<file path="src/rtl/wm_edge_pkg.sv">
package wm_edge_pkg;
  localparam int unsigned DEF_PIX_W   = 8;
  localparam int unsigned DEF_BLK_DIM = 8;
endpackage

</file>
<file path="src/rtl/wm_edge_absdiff.sv">
module wm_edge_absdiff #(
  parameter int unsigned W = 8
) (
  input  logic [W-1:0] a,
  input  logic [W-1:0] b,
  output logic [W-1:0] mag
);
  logic [W:0] raw;
  // adder-subtractor: a + ~b + 1; carry-out 0 means the result is negative
  always_comb begin
    raw = {1'b0, a} + {1'b0, ~b} + {{W{1'b0}}, 1'b1};
    if (raw[W]) mag = raw[W-1:0];
    else        mag = ~raw[W-1:0] + {{(W-1){1'b0}}, 1'b1};
  end
endmodule

</file>
<file path="src/rtl/wm_edge_nbr_buf.sv">
module wm_edge_nbr_buf #(
  parameter int unsigned PIX_W   = 8,
  parameter int unsigned BLK_DIM = 8,
  localparam int unsigned COL_W  = $clog2(BLK_DIM)
) (
  input  logic             clk,
  input  logic             rst,
  input  logic             take,
  input  logic [PIX_W-1:0] pix,
  input  logic [COL_W-1:0] col,
  input  logic [COL_W-1:0] row,
  output logic [PIX_W-1:0] left_pix,
  output logic [PIX_W-1:0] up_pix
);
  logic [PIX_W-1:0] prev_q;
  logic [PIX_W-1:0] line_q [BLK_DIM];

  always_ff @(posedge clk) begin
    if (rst) begin
      prev_q <= '0;
      for (int i = 0; i < int'(BLK_DIM); i++) line_q[i] <= '0;
    end else if (take) begin
      prev_q      <= pix;
      line_q[col] <= pix;
    end
  end

  // a missing neighbour at the block border is the pixel itself
  always_comb begin
    left_pix = (col == '0) ? pix : prev_q;
    up_pix   = (row == '0) ? pix : line_q[col];
  end
endmodule

</file>
<file path="src/rtl/wm_edge_accum.sv">
module wm_edge_accum #(
  parameter int unsigned AMP_W = 9,
  parameter int unsigned CNT_W = 6,
  localparam int unsigned ACC_W = AMP_W + CNT_W
) (
  input  logic             clk,
  input  logic             rst,
  input  logic             take,
  input  logic             first,
  input  logic             last,
  input  logic [AMP_W-1:0] amp,
  input  logic [AMP_W-1:0] thr,
  output logic             done,
  output logic             edge_flag,
  output logic [ACC_W-1:0] sum
);
  logic [ACC_W-1:0] acc_q;
  logic [ACC_W-1:0] sum_next;
  logic [AMP_W-1:0] mean_next;

  always_comb begin
    sum_next  = (first ? '0 : acc_q) + {{CNT_W{1'b0}}, amp};
    mean_next = sum_next[ACC_W-1:CNT_W];
  end

  always_ff @(posedge clk) begin
    if (rst) begin
      acc_q     <= '0;
      done      <= 1'b0;
      edge_flag <= 1'b0;
    end else begin
      done <= take && last;
      if (take) acc_q <= sum_next;
      if (take && last) edge_flag <= (mean_next > thr);
    end
  end

  assign sum = acc_q;
endmodule

</file>
<file path="src/rtl/wm_edge_classifier.sv">
module wm_edge_classifier #(
  parameter int unsigned PIX_W   = wm_edge_pkg::DEF_PIX_W,
  parameter int unsigned BLK_DIM = wm_edge_pkg::DEF_BLK_DIM,
  localparam int unsigned COL_W  = $clog2(BLK_DIM),
  localparam int unsigned CNT_W  = 2 * COL_W,
  localparam int unsigned AMP_W  = PIX_W + 1,
  localparam int unsigned ACC_W  = AMP_W + CNT_W
) (
  input  logic             clk,
  input  logic             rst,
  input  logic             in_valid,
  output logic             in_ready,
  input  logic [PIX_W-1:0] in_pix,
  input  logic [AMP_W-1:0] edge_thr,
  output logic             blk_done,
  output logic             blk_edge
);
  logic             ready_q;
  logic             take;
  logic [CNT_W-1:0] idx_q;
  logic             blk_first;
  logic             blk_last;
  logic [PIX_W-1:0] left_pix;
  logic [PIX_W-1:0] up_pix;
  logic [PIX_W-1:0] h_mag;
  logic [PIX_W-1:0] v_mag;
  logic [AMP_W-1:0] amp;
  logic [ACC_W-1:0] acc_sum;

  always_ff @(posedge clk) begin
    if (rst) begin
      ready_q <= 1'b0;
      idx_q   <= '0;
    end else begin
      ready_q <= 1'b1;
      if (take) idx_q <= idx_q + 1'b1;
    end
  end

  assign in_ready  = ready_q;
  assign take      = in_valid && ready_q;
  assign blk_first = (idx_q == '0);
  assign blk_last  = (idx_q == '1);

  wm_edge_nbr_buf #(.PIX_W(PIX_W), .BLK_DIM(BLK_DIM)) u_nbr (
    .clk(clk), .rst(rst), .take(take), .pix(in_pix),
    .col(idx_q[COL_W-1:0]), .row(idx_q[CNT_W-1:COL_W]),
    .left_pix(left_pix), .up_pix(up_pix)
  );

  wm_edge_absdiff #(.W(PIX_W)) u_hdiff (.a(in_pix), .b(left_pix), .mag(h_mag));
  wm_edge_absdiff #(.W(PIX_W)) u_vdiff (.a(in_pix), .b(up_pix),   .mag(v_mag));

  assign amp = {1'b0, h_mag} + {1'b0, v_mag};

  wm_edge_accum #(.AMP_W(AMP_W), .CNT_W(CNT_W)) u_acc (
    .clk(clk), .rst(rst), .take(take), .first(blk_first), .last(blk_last),
    .amp(amp), .thr(edge_thr), .done(blk_done), .edge_flag(blk_edge),
    .sum(acc_sum)
  );
endmodule

</file>
<file path="config.mk">
export PLATFORM = sky130hd
export DESIGN_NAME = wm_edge_classifier
export DESIGN_NICKNAME = d
export VERILOG_FILES = /design/src/rtl/wm_edge_pkg.sv /design/src/rtl/wm_edge_absdiff.sv /design/src/rtl/wm_edge_nbr_buf.sv /design/src/rtl/wm_edge_accum.sv /design/src/rtl/wm_edge_classifier.sv
export SDC_FILE = /design/constraint.sdc
export NUM_CORES = 1
export LEC_CHECK = 0
export BUFFER_PORTS_ARGS = -buffer_cell sky130_fd_sc_hd__buf_2
export CAP_MARGIN = 30
export CORE_UTILIZATION = 50
export CTS_BUF_LIST = sky130_fd_sc_hd__clkbuf_4 sky130_fd_sc_hd__clkbuf_8
export DETAILED_ROUTE_END_ITERATION = 6
export PLACE_DENSITY_LB_ADDON = 0.15
export SLEW_MARGIN = 20
export SYNTH_ARGS = -nofsm -noshare
export SYNTH_HDL_FRONTEND = slang
export SYNTH_HIERARCHICAL = 1
export SYNTH_SLANG_ARGS = --single-unit
</file>
<file path="constraint.sdc">
create_clock -name clk -period 9.55 [get_ports clk]
set_input_delay 0.4775 -clock clk [delete_from_list [all_inputs] [get_ports clk]]
set_output_delay 0.4775 -clock clk [all_outputs]
set_load 0.01 [all_outputs]
</file>
==> out/metrics.csv, run 1 <==
metric;value;unit
h-tree-depth;3;
synth_compound_area_frac;0.124;
fmax;140;MHz
hold_class;reg -> reg;
io_pins;23;
powerDensity;201;nW/um^2
yosys_register_bits;96;
vias_per_cell;5.69;
hold_violations;0;
fin_crit;7.13;ns
first_pass_iters;4;
dieArea;13900;sq um
min_path_cells;2;
antenna_found_initial;0;
cp-start-kind;flop;
wl_per_cell;17.3;microns
syn_area_per_cell;10.1;sq um
cts_hold_buffers;0;
highest_layer;met4;
synth_cell_types;69;
async_reset_ff_frac;0;
slew_headroom;0.435;
ff2ff_path_depth;27;
synth_seq_area_share;0.380;
synth_top_family_by_area;simple AND/OR/NAND/NOR gates;
rrSetupSlack;2.42;ns
slowest_delay;0.64;ns
drc_errors;0;
synth_edf_count;64;
vdd.ir_drop.worst;0.0978;mV
cts_root_buf;clkbuf_8;
ant_nets;0;
wirelength;14800;microns
rsz0062_at_grt;false;
synthCells;665;
grt_max_degree;47;
ctsResizeCount;0;
gr-total-overflow;0;
p_sw_frac;0.397;
max_cap_viol_count;0;
synth_top_area_share;0.285;
clkSlewWorstSetupHoldPaths;0.11;ns
combPwrFrac;0.478;
setup_tns;0;ns
p_leak;2.89;nW
muxShareOfSynthArea;0.101;
die_width;118;microns
p_switching;0.570;mW
fin_crit_sh;0.746;
grt_pass1_wl;23500;microns
pwr-share-seq;0.333;
clockBufferDepth;2;
synth_xor_area_frac;0.0520;
dpl.hpwl;10300;microns
vias;4858;
tightest_slew;0.847;ns
synth_area_leader_cell;edfxtp_1;
path_class;reg -> reg;
critPathCaptureType;flop;
crit_path_top_delay_cell;dfxtp_1;
initial_core_util;0.511;
internal_power;0.866;mW
cp_max_fo;25;
cts_setup_buffers;0;
dr_wl_met2;6680;microns
nets;743;
dr.first_iter.drc_count;303;
drive_above_1_share;0.124;
cp.required;9.79;ns
rows;42;
slew_violations;0;
met3_length;535;microns
crit_top_cell;ha_1;
critical_path_arrival;7.37;ns
cts_tree;built;
yosys.cell_count.top_type;and2_1;
synthFlopType;edfxtp_1;
yosys.area_share.simple;0.197;
setup_viol;0;
grt_pass1_vias;4679;
area_delta_synth_final;6.00;%
finalCoreUtilization;0.542;
power_frac_clock;0.189;
gp_congestion;0.848;
numCtsBuffers;9;
core;13200;sq um
syn_area;6740;sq um
wl_met1;7270;microns
status;complete, no violations;
syn_nets;735;
synth_fa_ha_area_frac;0.0973;
clkLatencyLatePin;0.38;ns
diodes;0;
yosys_warnings;6;
ys_top_cells_by_count;and2_1, edfxtp_1, nor2_1, ha_1, inv_1;
yosys-top-cells-area;edfxtp_1, dfxtp_1, ha_1;
cts_sinks;96;
final.setup_skew;0.0167;ns
port_buffers;22;
total_power;1.44;mW
track_usage;0.218;
die_y;118;microns
## layout by cell type (no fill, tap or decap), types with 6 or more instances in the layout
cell      netlist  routed
and2_1         70      70
edfxtp_1       64      64
nor2_1         59      59
ha_1           46      46
inv_1          42      42
a21oi_1        32      32
dfxtp_1        32      32
mux2i_1        29      29
xnor2_1        27      27
buf_2           5      22
nand2_1        21      21
nor2b_1        16      16
nand3_1        15      15
a21o_1         13      13
xor2_1         13      13
o21ai_0        12      12
clkbuf_8        0      11
a31oi_1        10      10
mux2_2         10      10
mux4_1          8       8
and3_1          7       7
or2_2           7       7
o21a_1          6       6
## worst max-delay path: cells and delay by family, from the launching register on
kind,cells,cell delay (ns)
flip-flops,1,0.64
XOR/XNOR,2,0.30
AO/OA/AOI/OAI,9,2.10
AND/OR/NAND/NOR,5,0.73
adder cells (fa/ha/maj),5,1.77
buffers and inverters,4,0.67
multiplexers,2,0.78
## path summary, 6_finish.rpt
kind	end	startpoint
worst min-delay path	u_acc/sum[5]	u_acc/sum[5]
worst max register to register	u_acc/edge_flag	idx_q[1]
worst min register to register	u_acc/sum[5]	u_acc/sum[5]
worst max-delay path	u_acc/edge_flag	idx_q[1]
## layout make-up
cell class | instances | area [sq um]
inverter | 44 | 165
multi-input combinational | 495 | 3850
timing repair buffer | 27 | 148
fill | 1197 | 6050
clock buffer | 11 | 151
clock inverter | 5 | 46.3
sequential | 96 | 2560
tap | 176 | 220
## kinds of logic (layout without fill, tap and decap cells)
group	after synthesis	in the layout
XOR/XNOR	40	40
multiplexers	50	50
AND/OR/NAND/NOR	236	236
adder cells (fa/ha/maj)	50	50
buffers and inverters	74	87
flip-flops	96	96
AO/OA/AOI/OAI	119	119
## power by group through the flow
stage          Sequential, mW  Combinational (mW)  Clock (mW)
2_1_floorplan           0.484               0.553           0
3_3_place_gp            0.486               0.662           0
3_5_place_dp            0.487               0.676           0
4_1_cts                 0.478               0.685       0.280
5_1_grt                 0.481               0.761       0.292
6_report                0.478               0.687       0.272
## layer usage
metal / global-route usage / vias to the layer above
li1: - / 2405
met1: 0.290 / 2343
met2: 0.347 / 85
met3: 0.0465 / 25
met4: 0.0857 / 0
met5: 0 / -
## registers in the layout, indices dropped and copies added, names as in the netlist
name	flops
u_acc/done	1
in_ready	1
u_nbr/prev_q	8
u_nbr/line_q	64
u_acc/edge_flag	1
u_acc/sum	15
idx_q	6
## stage by stage
step | hold WS, ns | cells | area, sq um | worst slack [ns]
6_report | 0.472 | 854 | 7140 | 2.42
5_1_grt | 0.494 | 854 | 7140 | 2.00
4_1_cts | 0.472 | 854 | 7140 | 2.47
3_5_place_dp | 0.454 | 838 | 6950 | 2.51
3_3_place_gp | 0.450 | 838 | 6950 | 2.67
2_1_floorplan | 0.436 | 665 | 6740 | 3.44
No activity file was read; power rests on OpenSTA's default activity.
==> inputs of run 2 (changes only) <==
==> constraint.sdc (replaced) <==
create_clock -name clk -period 7.4 [get_ports clk]
set_input_delay 0.37 -clock clk [delete_from_list [all_inputs] [get_ports clk]]
set_output_delay 0.37 -clock clk [all_outputs]
set_load 0.01 [all_outputs]
==> run 2 against run 1 <==
  * Utilization increased by 0.37 points
  * Die area did not move
  * Combinational power increased by 28%
  * Wire length rose by 0.20%
  * Cell count grew 0.70%
  * Sequential power is 30% higher
==> out/metrics.csv, run 2 (synthesis gave the netlist of run 1 again) <==
metric;value;unit
nets;749;
crit_top_cell;ha_1;
cts_sinks;96;
combPwrFrac;0.475;
ant_nets;0;
rsz0062_at_grt;false;
fin_crit;6.82;ns
critPathCaptureType;flop;
setup.worst_path.start;idx_q[1];
fmax;147;MHz
vias_per_cell;5.61;
cp-start-kind;flop;
internal_power;1.11;mW
gr-total-overflow;0;
critical_path_arrival;7.07;ns
crit_path_top_delay_cell;dfxtp_2;
slew_violations;0;
drive_above_1_share;0.136;
design_area;7190;sq um
grt_pass1_wl;23800;microns
fillCellCount;1189;
cp_max_fo;20;
dp.cells;841;
tightest_slew;0.837;ns
area_delta_synth_final;6.72;%
first_pass_iters;5;
dieArea;13900;sq um
fin_crit_sh;0.922;
cts_root_buf;clkbuf_8;
final.setup_skew;0.0162;ns
diodes;0;
cp.required;7.65;ns
status;complete, no violations;
clkLatencyLatePin;0.38;ns
fin_ws;0.580;ns
io_pins;23;
setup_tns;0;ns
power_frac_clock;0.191;
max_cap_viol_count;0;
die_width;118;microns
vdd.ir_drop.worst;0.166;mV
clockBufferDepth;2;
drc_errors;0;
layout_common_cells;and2_1, edfxtp_1, nor2_1;
total_power;1.86;mW
rows;42;
finalCoreUtilization;0.545;
core;13200;sq um
slowest_delay;0.50;ns
track_usage;0.220;
p_sw_frac;0.401;
pwr-share-seq;0.334;
p_switching;0.745;mW
powerDensity;258;nW/um^2
hold_class;in -> reg;
antenna_found_initial;0;
largest_reg_flops;64;
mostFrequentLayoutCell;and2_1;
rrSetupSlack;0.58;ns
path_class;reg -> reg;
p_leak;2.91;nW
setup_viol;0;
vias;4827;
hold_violations;0;
numCtsBuffers;9;
dpl_cell_area;6970;sq um
rr_startpoint;idx_q[1];
grt_max_degree;47;
pre_cts_ws;0.481;ns
hold_start;in_pix[7];
cts_tree;built;
top_register;u_nbr/line_q;
initial_core_util;0.511;
grt_pass1_vias;4587;
dpl.hpwl;10400;microns
hold_ws;0.439;ns
port_buffers;22;
finalNonFillerCells;860;
wirelength;14800;microns
clkSlewWorstSetupHoldPaths;0.11;ns
h-tree-depth;3;
wl_per_cell;17.2;microns
dr.first_iter.drc_count;336;
die_y;118;microns
slew_headroom;0.442;
gp_congestion;0.832;
-- run 2: final cells by class --
cell class                      count  area, sq um  share of cell area
Timing Repair Buffer               33          193              0.0268
Multi-Input combinational cell    495         3850               0.535
Inverter                           44          165              0.0230
Clock buffer                       10          138              0.0191
Sequential cell                    96         2570               0.357
Tap cell                          176          220              0.0306
Clock inverter                      6         60.1             0.00835
-- run 2: repair_timing --
action                                  CTS  global route
setup buffers                             0             3
resized for setup                         0             3
endpoints found under the setup margin    0             1
hold buffers                              0             0
-- run 2: final timing paths --
kind                                   endpoint  cells past startpoint
worst max-delay path            u_acc/edge_flag                     28
worst min-delay path            u_nbr/prev_q[7]                      3
worst max register to register  u_acc/edge_flag                     28
worst min register to register     u_acc/sum[5]                      2
-- run 2: per-layer routing --
metal | share of wire | global-route usage
met5 | 0 | 0
met1 | 0.48 | 0.306
met2 | 0.48 | 0.360
met4 | 0.0090 | 0.0593
met3 | 0.031 | 0.0286
-- run 2: worst max-delay path, delay by kind of cell, from the launching register on --
family | cells | cell delay [ns]
AND/OR/NAND/NOR | 6 | 0.79
XOR/XNOR | 3 | 0.50
buffers and inverters | 4 | 0.67
flip-flops | 1 | 0.50
AO/OA/AOI/OAI | 9 | 2.31
adder cells (fa/ha/maj) | 5 | 1.68
multiplexers | 1 | 0.22
-- run 2: power by group through the flow --
stage / logic [mW] / registers [mW] / clock network (mW)
after floorplan: 0.714 / 0.624 / 0
after global placement: 0.849 / 0.632 / 0
after detailed placement: 0.871 / 0.633 / 0
after CTS: 0.876 / 0.621 / 0.365
after global routing: 0.981 / 0.626 / 0.379
final: 0.882 / 0.621 / 0.355
==> inputs of run 3 (changes only) <==
==> constraint.sdc (replaced) <==
create_clock -name clk -period 8.5 [get_ports clk]
set_input_delay 0.425 -clock clk [delete_from_list [all_inputs] [get_ports clk]]
set_output_delay 0.425 -clock clk [all_outputs]
set_load 0.01 [all_outputs]
==> run 3 against run 2 <==
  * Total power fell by 12%
  * Clock skew is 0.0027 ns lower
  * First-iteration DRC count is 25% higher
  * Global-route usage up 0.056 points
  * Critical path type unchanged
  * Sequential share of layout area about the same
  * Sequential power decreased by 13%
  * Fmax shrank 1.7%
  * Non-clock buffer count is 5 lower
  * Clock-buffer cell count fell by 1
  * Register-to-register slack improved by 0.98 ns
==> out/metrics.csv, run 3 (synthesis gave the netlist of run 1 again) <==
metric;value;unit
fin_crit_sh;0.816;
vias_per_cell;5.67;
io_pins;23;
final.setup_skew;0.0135;ns
setup_tns;0;ns
gp_congestion;0.853;
track_usage;0.221;
mostFrequentLayoutCell;and2_1;
port_buffers;22;
wl_per_cell;17.3;microns
vias;4850;
tightest_slew;0.835;ns
dr.first_iter.drc_count;419;
cts_hold_buffers;0;
initial_core_util;0.511;
cts_tree;built;
crit_path_top_delay_cell;dfxtp_1;
ant_nets;0;
ctsResizeCount;0;
die_width;118;microns
cp_max_fo;14;
rsz0062_at_grt;false;
wirelength;14800;microns
cts_setup_buffers;0;
p_leak;2.90;nW
h-tree-depth;3;
setup_viol;0;
top_register;u_nbr/line_q;
grt_max_degree;47;
gr-total-overflow;0;
crit_top_cell;ha_1;
cts_sinks;96;
die_y;118;microns
dieArea;13900;sq um
powerDensity;227;nW/um^2
drive_above_1_share;0.125;
cts_root_buf;clkbuf_8;
core;13200;sq um
path_class;reg -> reg;
dpl.hpwl;10400;microns
slew_violations;0;
grt_pass1_wl;24000;microns
fmax;144;MHz
nets;744;
rows;42;
fin_ws;1.56;ns
slew_headroom;0.443;
hold_ws;0.466;ns
hold_class;reg -> reg;
area_delta_synth_final;6.54;%
slowest_delay;0.46;ns
critical_path_arrival;7.19;ns
numCtsBuffers;9;
clkSlewWorstSetupHoldPaths;0.10;ns
critPathCaptureType;flop;
clkLatencyLatePin;0.39;ns
grt_pass1_vias;4702;
status;complete, no violations;
fin_crit;6.94;ns
largest_reg_flops;64;
clockBufferDepth;2;
layout_common_cells;and2_1, edfxtp_1, nor2_1;
pre_cts_ws;1.42;ns
hold_violations;0;
antenna_found_initial;0;
cp.required;8.75;ns
drc_errors;0;
diodes;0;
vdd.ir_drop.worst;0.106;mV
max_cap_viol_count;0;
cp-start-kind;flop;
first_pass_iters;4;
run 3: power by group:
group	leakage [nW]	switching, mW	internal [mW]
Clock	0.105	0.187	0.142
Sequential	0.924	0.0122	0.526
Combinational	1.87	0.445	0.321
Total	2.90	0.644	0.989
run 3: critical path, delay by kind of cell, from the launching register on:
family                     cells  cell delay [ns]
AOI/OAI and AO/OA              9             2.25
xor gates and xnor gates       3             0.48
adders and majority gates      5             1.66
buffers and inverters          4             0.54
DFF                            1             0.46
muxes                          1             0.24
and+or+nand+nor                6             1.17
run 3: stage by stage:
step	power [mW]	utilization	cells	cell area (sq um)
finish	1.63	0.544	855	7180
global route	1.75	0.544	855	7180
CTS	1.64	0.542	853	7150
detailed placement	1.31	0.526	837	6940
global placement	1.29	0.526	837	6940
floorplan	1.16	-	665	6740
run 3: layout make-up:
type / instances / area [sq um]
inverter: 44 / 165
clock inverter: 7 / 87.6
clock buffer: 9 / 124
fill: 1205 / 6010
sequential: 96 / 2560
timing repair buffer: 28 / 170
multi-input combinational: 495 / 3850
tap: 176 / 220
run 3: final timing paths:
path                 from         endpoint  slack, ns  depth (start not counted)
min          u_acc/sum[5]     u_acc/sum[5]       0.47                          2
max reg2reg      idx_q[1]  u_acc/edge_flag       1.56                         28
min reg2reg  u_acc/sum[5]     u_acc/sum[5]       0.47                          2
max              idx_q[1]  u_acc/edge_flag       1.56                         28
run 3: routing by layer:
metal	wire, microns	up-vias	part of all wire	global-route usage
li1	-	2402	-	-
met1	7080	2340	0.48	0.298
met2	6890	92	0.47	0.354
met3	542	16	0.037	0.0388
met4	235	0	0.016	0.0801
met5	0	-	0	0
